--- src/rtl/wsg_pkg.sv ---
package wsg_pkg;
  typedef enum logic {
    OP_PROGRAM = 1'b0,
    OP_ERASE   = 1'b1
  } op_kind_e;
endpackage

--- src/rtl/wsg_rst_sync.sv ---
module wsg_rst_sync #(
  parameter int STAGES = 2
) (
  input  logic clk,
  input  logic rst_n_a,
  output logic rst_n_s
);
  logic [STAGES-1:0] chain_q;
  logic [STAGES-1:0] chain_d;

  always_comb begin
    chain_d = {chain_q[STAGES-2:0], 1'b1};
  end

  always_ff @(posedge clk or negedge rst_n_a) begin
    if (!rst_n_a) chain_q <= '0;
    else          chain_q <= chain_d;
  end

  assign rst_n_s = chain_q[STAGES-1];
endmodule

--- src/rtl/wsg_read_detect.sv ---
module wsg_read_detect (
  input  logic clk,
  input  logic rst_n,
  input  logic oe_n_i,
  input  logic ce_n_i,
  output logic rd_done_o
);
  logic rd_active;
  logic rd_prev_q;

  assign rd_active = !oe_n_i && !ce_n_i;
  // A read ends when either strobe rises after both were low
  assign rd_done_o = rd_prev_q && !rd_active;

  always_ff @(posedge clk or negedge rst_n) begin
    if (!rst_n) rd_prev_q <= 1'b0;
    else        rd_prev_q <= rd_active;
  end
endmodule

--- src/rtl/wsg_op_context.sv ---
module wsg_op_context
  import wsg_pkg::*;
#(
  parameter int DATA_W = 8
) (
  input  logic              clk,
  input  logic              rst_n,
  input  logic              busy_i,
  input  logic              start_i,
  input  op_kind_e          kind_i,
  input  logic [DATA_W-1:0] data_i,
  output logic              accept_o,
  output op_kind_e          kind_q,
  output logic [DATA_W-1:0] data_q
);
  op_kind_e          kind_d;
  logic [DATA_W-1:0] data_d;

  // A start during a running operation is dropped
  assign accept_o = start_i && !busy_i;

  always_comb begin
    kind_d = kind_q;
    data_d = data_q;
    if (accept_o) begin
      kind_d = kind_i;
      data_d = data_i;
    end
  end

  always_ff @(posedge clk or negedge rst_n) begin
    if (!rst_n) begin
      kind_q <= OP_PROGRAM;
      data_q <= '0;
    end else if (accept_o) begin
      kind_q <= kind_d;
      data_q <= data_d;
    end
  end

  a_r8_busy_start_ignored: assert property (@(posedge clk) disable iff (!rst_n)
    (busy_i && start_i) |=> ($stable(kind_q) && $stable(data_q)));

  a_r7_start_latches: assert property (@(posedge clk) disable iff (!rst_n)
    (start_i && !busy_i) |=> (data_q == $past(data_i)));
endmodule

--- src/rtl/wsg_toggle.sv ---
module wsg_toggle (
  input  logic clk,
  input  logic rst_n,
  input  logic clear_i,
  input  logic busy_i,
  input  logic rd_done_i,
  output logic tog_q
);
  logic tog_d;
  logic tog_en;

  assign tog_en = clear_i || (busy_i && rd_done_i);

  always_comb begin
    if (clear_i) tog_d = 1'b0;
    else         tog_d = !tog_q;
  end

  always_ff @(posedge clk or negedge rst_n) begin
    if (!rst_n)      tog_q <= 1'b0;
    else if (tog_en) tog_q <= tog_d;
  end

  a_r5_flip_on_read_end: assert property (@(posedge clk) disable iff (!rst_n)
    (busy_i && rd_done_i && !clear_i) |=> (tog_q != $past(tog_q)));

  a_r6_hold_when_idle: assert property (@(posedge clk) disable iff (!rst_n)
    (!busy_i && !clear_i) |=> $stable(tog_q));

  a_r6_hold_mid_read: assert property (@(posedge clk) disable iff (!rst_n)
    (!rd_done_i && !clear_i) |=> $stable(tog_q));

  a_r7_start_clears: assert property (@(posedge clk) disable iff (!rst_n)
    clear_i |=> !tog_q);
endmodule

--- src/rtl/wsg_out_mux.sv ---
module wsg_out_mux
  import wsg_pkg::*;
#(
  parameter int              DATA_W     = 8,
  parameter int              POLL_BIT   = DATA_W - 1,
  parameter int              TOGGLE_BIT = DATA_W - 2,
  parameter logic [DATA_W-1:0] BUSY_FILL = '0
) (
  input  logic              clk,
  input  logic              rst_n,
  input  logic              busy_i,
  input  op_kind_e          kind_i,
  input  logic [DATA_W-1:0] data_i,
  input  logic              tog_i,
  input  logic [DATA_W-1:0] arr_i,
  output logic [DATA_W-1:0] dq_o
);
  logic poll_bit;

  assign poll_bit = (kind_i == OP_ERASE) ? 1'b0 : !data_i[POLL_BIT];

  for (genvar b = 0; b < DATA_W; b++) begin : g_bit
    if (b == POLL_BIT) begin : g_poll
      assign dq_o[b] = busy_i ? poll_bit : arr_i[b];
    end else if (b == TOGGLE_BIT) begin : g_tog
      assign dq_o[b] = busy_i ? tog_i : arr_i[b];
    end else begin : g_fill
      assign dq_o[b] = busy_i ? BUSY_FILL[b] : arr_i[b];
    end
  end

  a_r2_idle_passthrough: assert property (@(posedge clk) disable iff (!rst_n)
    !busy_i |-> (dq_o == arr_i));

  a_r4_erase_poll_low: assert property (@(posedge clk) disable iff (!rst_n)
    (busy_i && kind_i == OP_ERASE) |-> !dq_o[POLL_BIT]);
endmodule

--- src/rtl/wr_status_gen.sv ---
module wr_status_gen
  import wsg_pkg::*;
#(
  parameter int DATA_W      = 8,
  parameter int SYNC_STAGES = 2
) (
  input  logic              clk,
  input  logic              rst_n,
  input  logic              busy_i,
  input  logic              op_start_i,
  input  logic              op_kind_i,
  input  logic [DATA_W-1:0] prog_data_i,
  input  logic              oe_n_i,
  input  logic              ce_n_i,
  input  logic [DATA_W-1:0] arr_data_i,
  output logic [DATA_W-1:0] dq_o
);
  localparam int POLL_BIT   = DATA_W - 1;
  localparam int TOGGLE_BIT = DATA_W - 2;

  logic              rst_s;
  logic              rd_done;
  logic              accept;
  logic              tog;
  op_kind_e          kind_q;
  logic [DATA_W-1:0] data_q;

  wsg_rst_sync #(.STAGES(SYNC_STAGES)) u_rst (
    .clk(clk), .rst_n_a(rst_n), .rst_n_s(rst_s)
  );

  wsg_read_detect u_rd (
    .clk(clk), .rst_n(rst_s), .oe_n_i(oe_n_i), .ce_n_i(ce_n_i),
    .rd_done_o(rd_done)
  );

  wsg_op_context #(.DATA_W(DATA_W)) u_ctx (
    .clk(clk), .rst_n(rst_s), .busy_i(busy_i), .start_i(op_start_i),
    .kind_i(op_kind_e'(op_kind_i)), .data_i(prog_data_i),
    .accept_o(accept), .kind_q(kind_q), .data_q(data_q)
  );

  wsg_toggle u_tog (
    .clk(clk), .rst_n(rst_s), .clear_i(accept), .busy_i(busy_i),
    .rd_done_i(rd_done), .tog_q(tog)
  );

  wsg_out_mux #(
    .DATA_W(DATA_W), .POLL_BIT(POLL_BIT), .TOGGLE_BIT(TOGGLE_BIT),
    .BUSY_FILL('0)
  ) u_mux (
    .clk(clk), .rst_n(rst_s), .busy_i(busy_i), .kind_i(kind_q),
    .data_i(data_q), .tog_i(tog), .arr_i(arr_data_i), .dq_o(dq_o)
  );

  a_r9_fill_zero: assert property (@(posedge clk) disable iff (!rst_s)
    busy_i |-> (dq_o[TOGGLE_BIT-1:0] == '0));

  a_r3_program_poll: assert property (@(posedge clk) disable iff (!rst_s)
    (accept && op_kind_i == 1'b0) ##1 (busy_i && !op_start_i)
      |-> (dq_o[POLL_BIT] == !$past(prog_data_i[POLL_BIT])));
endmodule

--- config.mk ---
export PLATFORM = sky130hd
export DESIGN_NAME = wr_status_gen
export DESIGN_NICKNAME = d
export VERILOG_FILES = /design/src/rtl/wsg_pkg.sv /design/src/rtl/wsg_rst_sync.sv /design/src/rtl/wsg_read_detect.sv /design/src/rtl/wsg_op_context.sv /design/src/rtl/wsg_toggle.sv /design/src/rtl/wsg_out_mux.sv /design/src/rtl/wr_status_gen.sv
export SDC_FILE = /design/constraint.sdc
export NUM_CORES = 1
export LEC_CHECK = 0
export ABC_AREA = 1
export BUFFER_PORTS_ARGS = -buffer_cell sky130_fd_sc_hd__buf_2
export CAP_MARGIN = 20
export CELL_PAD_IN_SITES_DETAIL_PLACEMENT = 1
export CELL_PAD_IN_SITES_GLOBAL_PLACEMENT = 1
export CORE_UTILIZATION = 21
export CTS_CLUSTER_SIZE = 12
export DETAILED_ROUTE_END_ITERATION = 10
export GPL_TIMING_DRIVEN = 0
export PLACE_DENSITY_LB_ADDON = 0.1
export SYNTH_ARGS = -nofsm -noshare
export SYNTH_HDL_FRONTEND = slang
export SYNTH_SLANG_ARGS = --single-unit
--- constraint.sdc ---
create_clock -name clk -period 0.8 [get_ports clk]
set_input_delay 0.04 -clock clk [delete_from_list [all_inputs] [get_ports clk]]
set_output_delay 0.04 -clock clk [all_outputs]
set_load 0.1 [all_outputs]
==> impl_results.md <==
- Status: finished, violations left
- Failing checks: setup timing
- Post-Synth Simple-Gate Area: 31.8%
- Post-Syn Area: 334 um2
- Top post-synthesis cells by count: 12 x nand2_1, 10 x inv_1, 6 x dfrtp_1, 6 x nor2_1, 3 x nand3_1
- Post-synthesis mux area share: 0%
- Worst path slowest cell: dfrtp_1
- Height of the die: 41.9 um
- Wire length of the first global-routing pass: 1230 um
- Min Tclk post-route: 1.17 ns
- Static leakage: 0.351 nW
- Synth area leaders: dfrtp_1 45%, nand2_1 13%, inv_1 11%
- XOR/XNOR Fraction of Synth Area: 0%
- Rows: 14
- Port Buffer Count: 22
- Critical Path AT: 1.13 ns
- I/O Pins: 31
- Synth Area in Compound Gates: 3.75%
- TritonCTS clock tree: yes
- Design Power: 1.08 mW
- Pin count of the biggest net entering global routing: 10
- Drt first pass iters: 1
- Hold Violations, Final: 0
- Cells after Synth: 45
- Mapped Nets: 68
- Setup ws final: -0.365 ns
- Synth Flop Type: dfrtp_1
- Place WS: -0.304 ns
- RSZ-0062 raised after global routing: true
- CTS H-tree depth: 1
- TNS Setup: -0.539 ns
- Max Cap Viol: 0
- CTS root buffer: clkbuf_4
- Die area: 0.00175 mm2
- Worst-path clk slew: 0.04 ns
- CTS Buffer Depth: 2
- Horiz. Die Dim: 41.9 um
- Setup Skew: 0.00461 ns
- Initial Utilization: 22.4%
- Routed vias/inst: 4.02
- Fmax: 0.858 GHz
- DRC: 0
- Clk_lat worst skew: 0.24 ns
- Yosys cell types: 12
- Area leader, netlist: dfrtp_1
- Gr usage total: 9.73%
- Detail Placement HPWL: 637 um
- Asr flop ratio synth: 100%
- Final Cycle Share: 146%
- Critical Path RT: 0.76 ns
- Grt total ovfl: 0
- Area after DPL: 526 um2
- Post-synthesis sequential element count: 6
- Sink Count: 6
- DR WL/cell: 8.74 um
- Synth Warn #: 0
- Post-synth EDFFs: 0
- Worst min-delay path category: input pin to flip-flop
- Seq/Total Area, Yosys: 44.9%
- Core area: 0.00149 mm2
- 1st-iter DRT viols: 0
- Drt total wl: 769 um
- Antenna violations before repair: 0
- Syn Area/Cell: 7.42 um2
- Critical-path cell list: o31ai_4 > buf_12
- Endpoint type of the worst setup path: output port
- Final Max Tran Viols: 0
- Kind of critical path: flip-flop to output port
- Nets: 97
- PwrDens: 1790 mW/mm2
- Inst Count DP: 83
- GP Congestion: 0.639
- Area delta synth->final: 80.1%
- Largest stage delay, worst path: 0.40 ns
- Startpoint types: flip-flop
- Final Cell Area: 602 um2
- Layout cells sized above 1: 56.9%
- Main combinational cell family by area after synthesis: simple AND/OR/NAND/NOR gates
- VDD IR max: 0.000724 V
- Synthesized-area fraction occupied by adder cells: 0%
- Final ANT Viol Nets: 0
- Vias in the first global route: 310
- Setup-failing EPs final: 2
- Finished Layout Cells: 88
- N_diodes: 0
- CTS buffer count: 3
- Top cell type's share of synthesized area: 44.9%
- Most frequent cell after synthesis: nand2_1
- Crit-path max FO: 2
- Via count: 354
[final timing paths]
check | from | end | slack [ns] | cells after the start
max | u_ctx.data_q[7] | dq_o[7] | -0.37 | 2
min reg2reg | u_rst.chain_q[1] | u_ctx.data_q[7] | 0.05 | 0
min in group asynchronous | u_rst.chain_q[1] | u_ctx.data_q[7] | 0.05 | 0
max in group asynchronous | rst_n | u_rst.chain_q[0] | 0.59 | 2
max reg2reg | u_tog.tog_q | u_tog.tog_q | 0.02 | 5
min | prog_data_i[7] | u_ctx.data_q[7] | 0.03 | 3
[metal layers]
layer,vias up,global-route usage [%],share of wire [%]
met3,2,3.91,11
met1,149,11.5,46
met2,21,13.8,40
li1,182,-,-
met4,0,7.74,2.5
met5,-,0,0
[timing repair]
| item | in CTS | in global routing |
|---|---|---|
| hold endpoints to repair | 2 | 0 |
| pin swaps | 2 | 3 |
| hold buffers | 1 | 0 |
| setup endpoints to repair | 2 | 3 |
| buffers inserted | 1 | 0 |
| resized for setup | 9 | 1 |
| gates cloned | 0 | 0 |
[final cells by class]
type	count	area (um2)
Buffer	1	11.3
Fill cell	184	887
Tap cell	16	20.0
Clock buffer	3	22.5
Inverter	12	50.0
Sequential cell	6	150
Multi-Input combinational cell	26	186
Timing Repair Buffer	24	161
[stage by stage]
stage | util, % | hold slack [ns]
final | 40.4 | 0.0334
after global routing | 40.4 | 0.0350
after CTS | 40.2 | 0.0267
after detailed placement | 35.3 | -0.174
after global placement | 35.3 | -0.174
after floorplan | - | -0.256
[flip-flops by register name, indices dropped and copies added (netlist names)]
register        count
u_tog.tog_q         1
u_ctx.data_q        1
u_rst.chain_q       2
u_ctx.kind_q        1
u_rd.rd_prev_q      1
[logic make-up (layout without fill, tap and decap cells)]
| kind of cell | after synthesis | after routing |
|---|---|---|
| buffers and inverters | 13 | 40 |
| DFF | 6 | 6 |
| AOI/OAI and AO/OA | 1 | 1 |
| other | 1 | 1 |
| and+or+nand+nor | 24 | 24 |
[placed cells by master (no fill, tap or decap)]
master	count
conb_1	1
o31ai_4	1
dlygate4sd3_1	1
inv_1	10
nor2_4	6
nand2_4	2
nand3_1	3
nand2_1	10
clkbuf_4	3
nand2_2	3
buf_12	2
inv_6	1
buf_2	20
buf_6	2
inv_2	1
dfrtp_1	6
[report_power, final]
part / switching, mW / internal [mW] / total (mW)
Sequential: 0.0264 / 0.332 / 0.358
Clock: 0.104 / 0.169 / 0.273
Combinational: 0.304 / 0.142 / 0.446
[critical path: cells and delay by family, from the launching register on]
family / cells / cell delay, ns
buffers and inverters: 1 / 0.21
AOI/OAI and AO/OA: 1 / 0.27
DFF: 1 / 0.40
(Power assumes the default switching activity.)
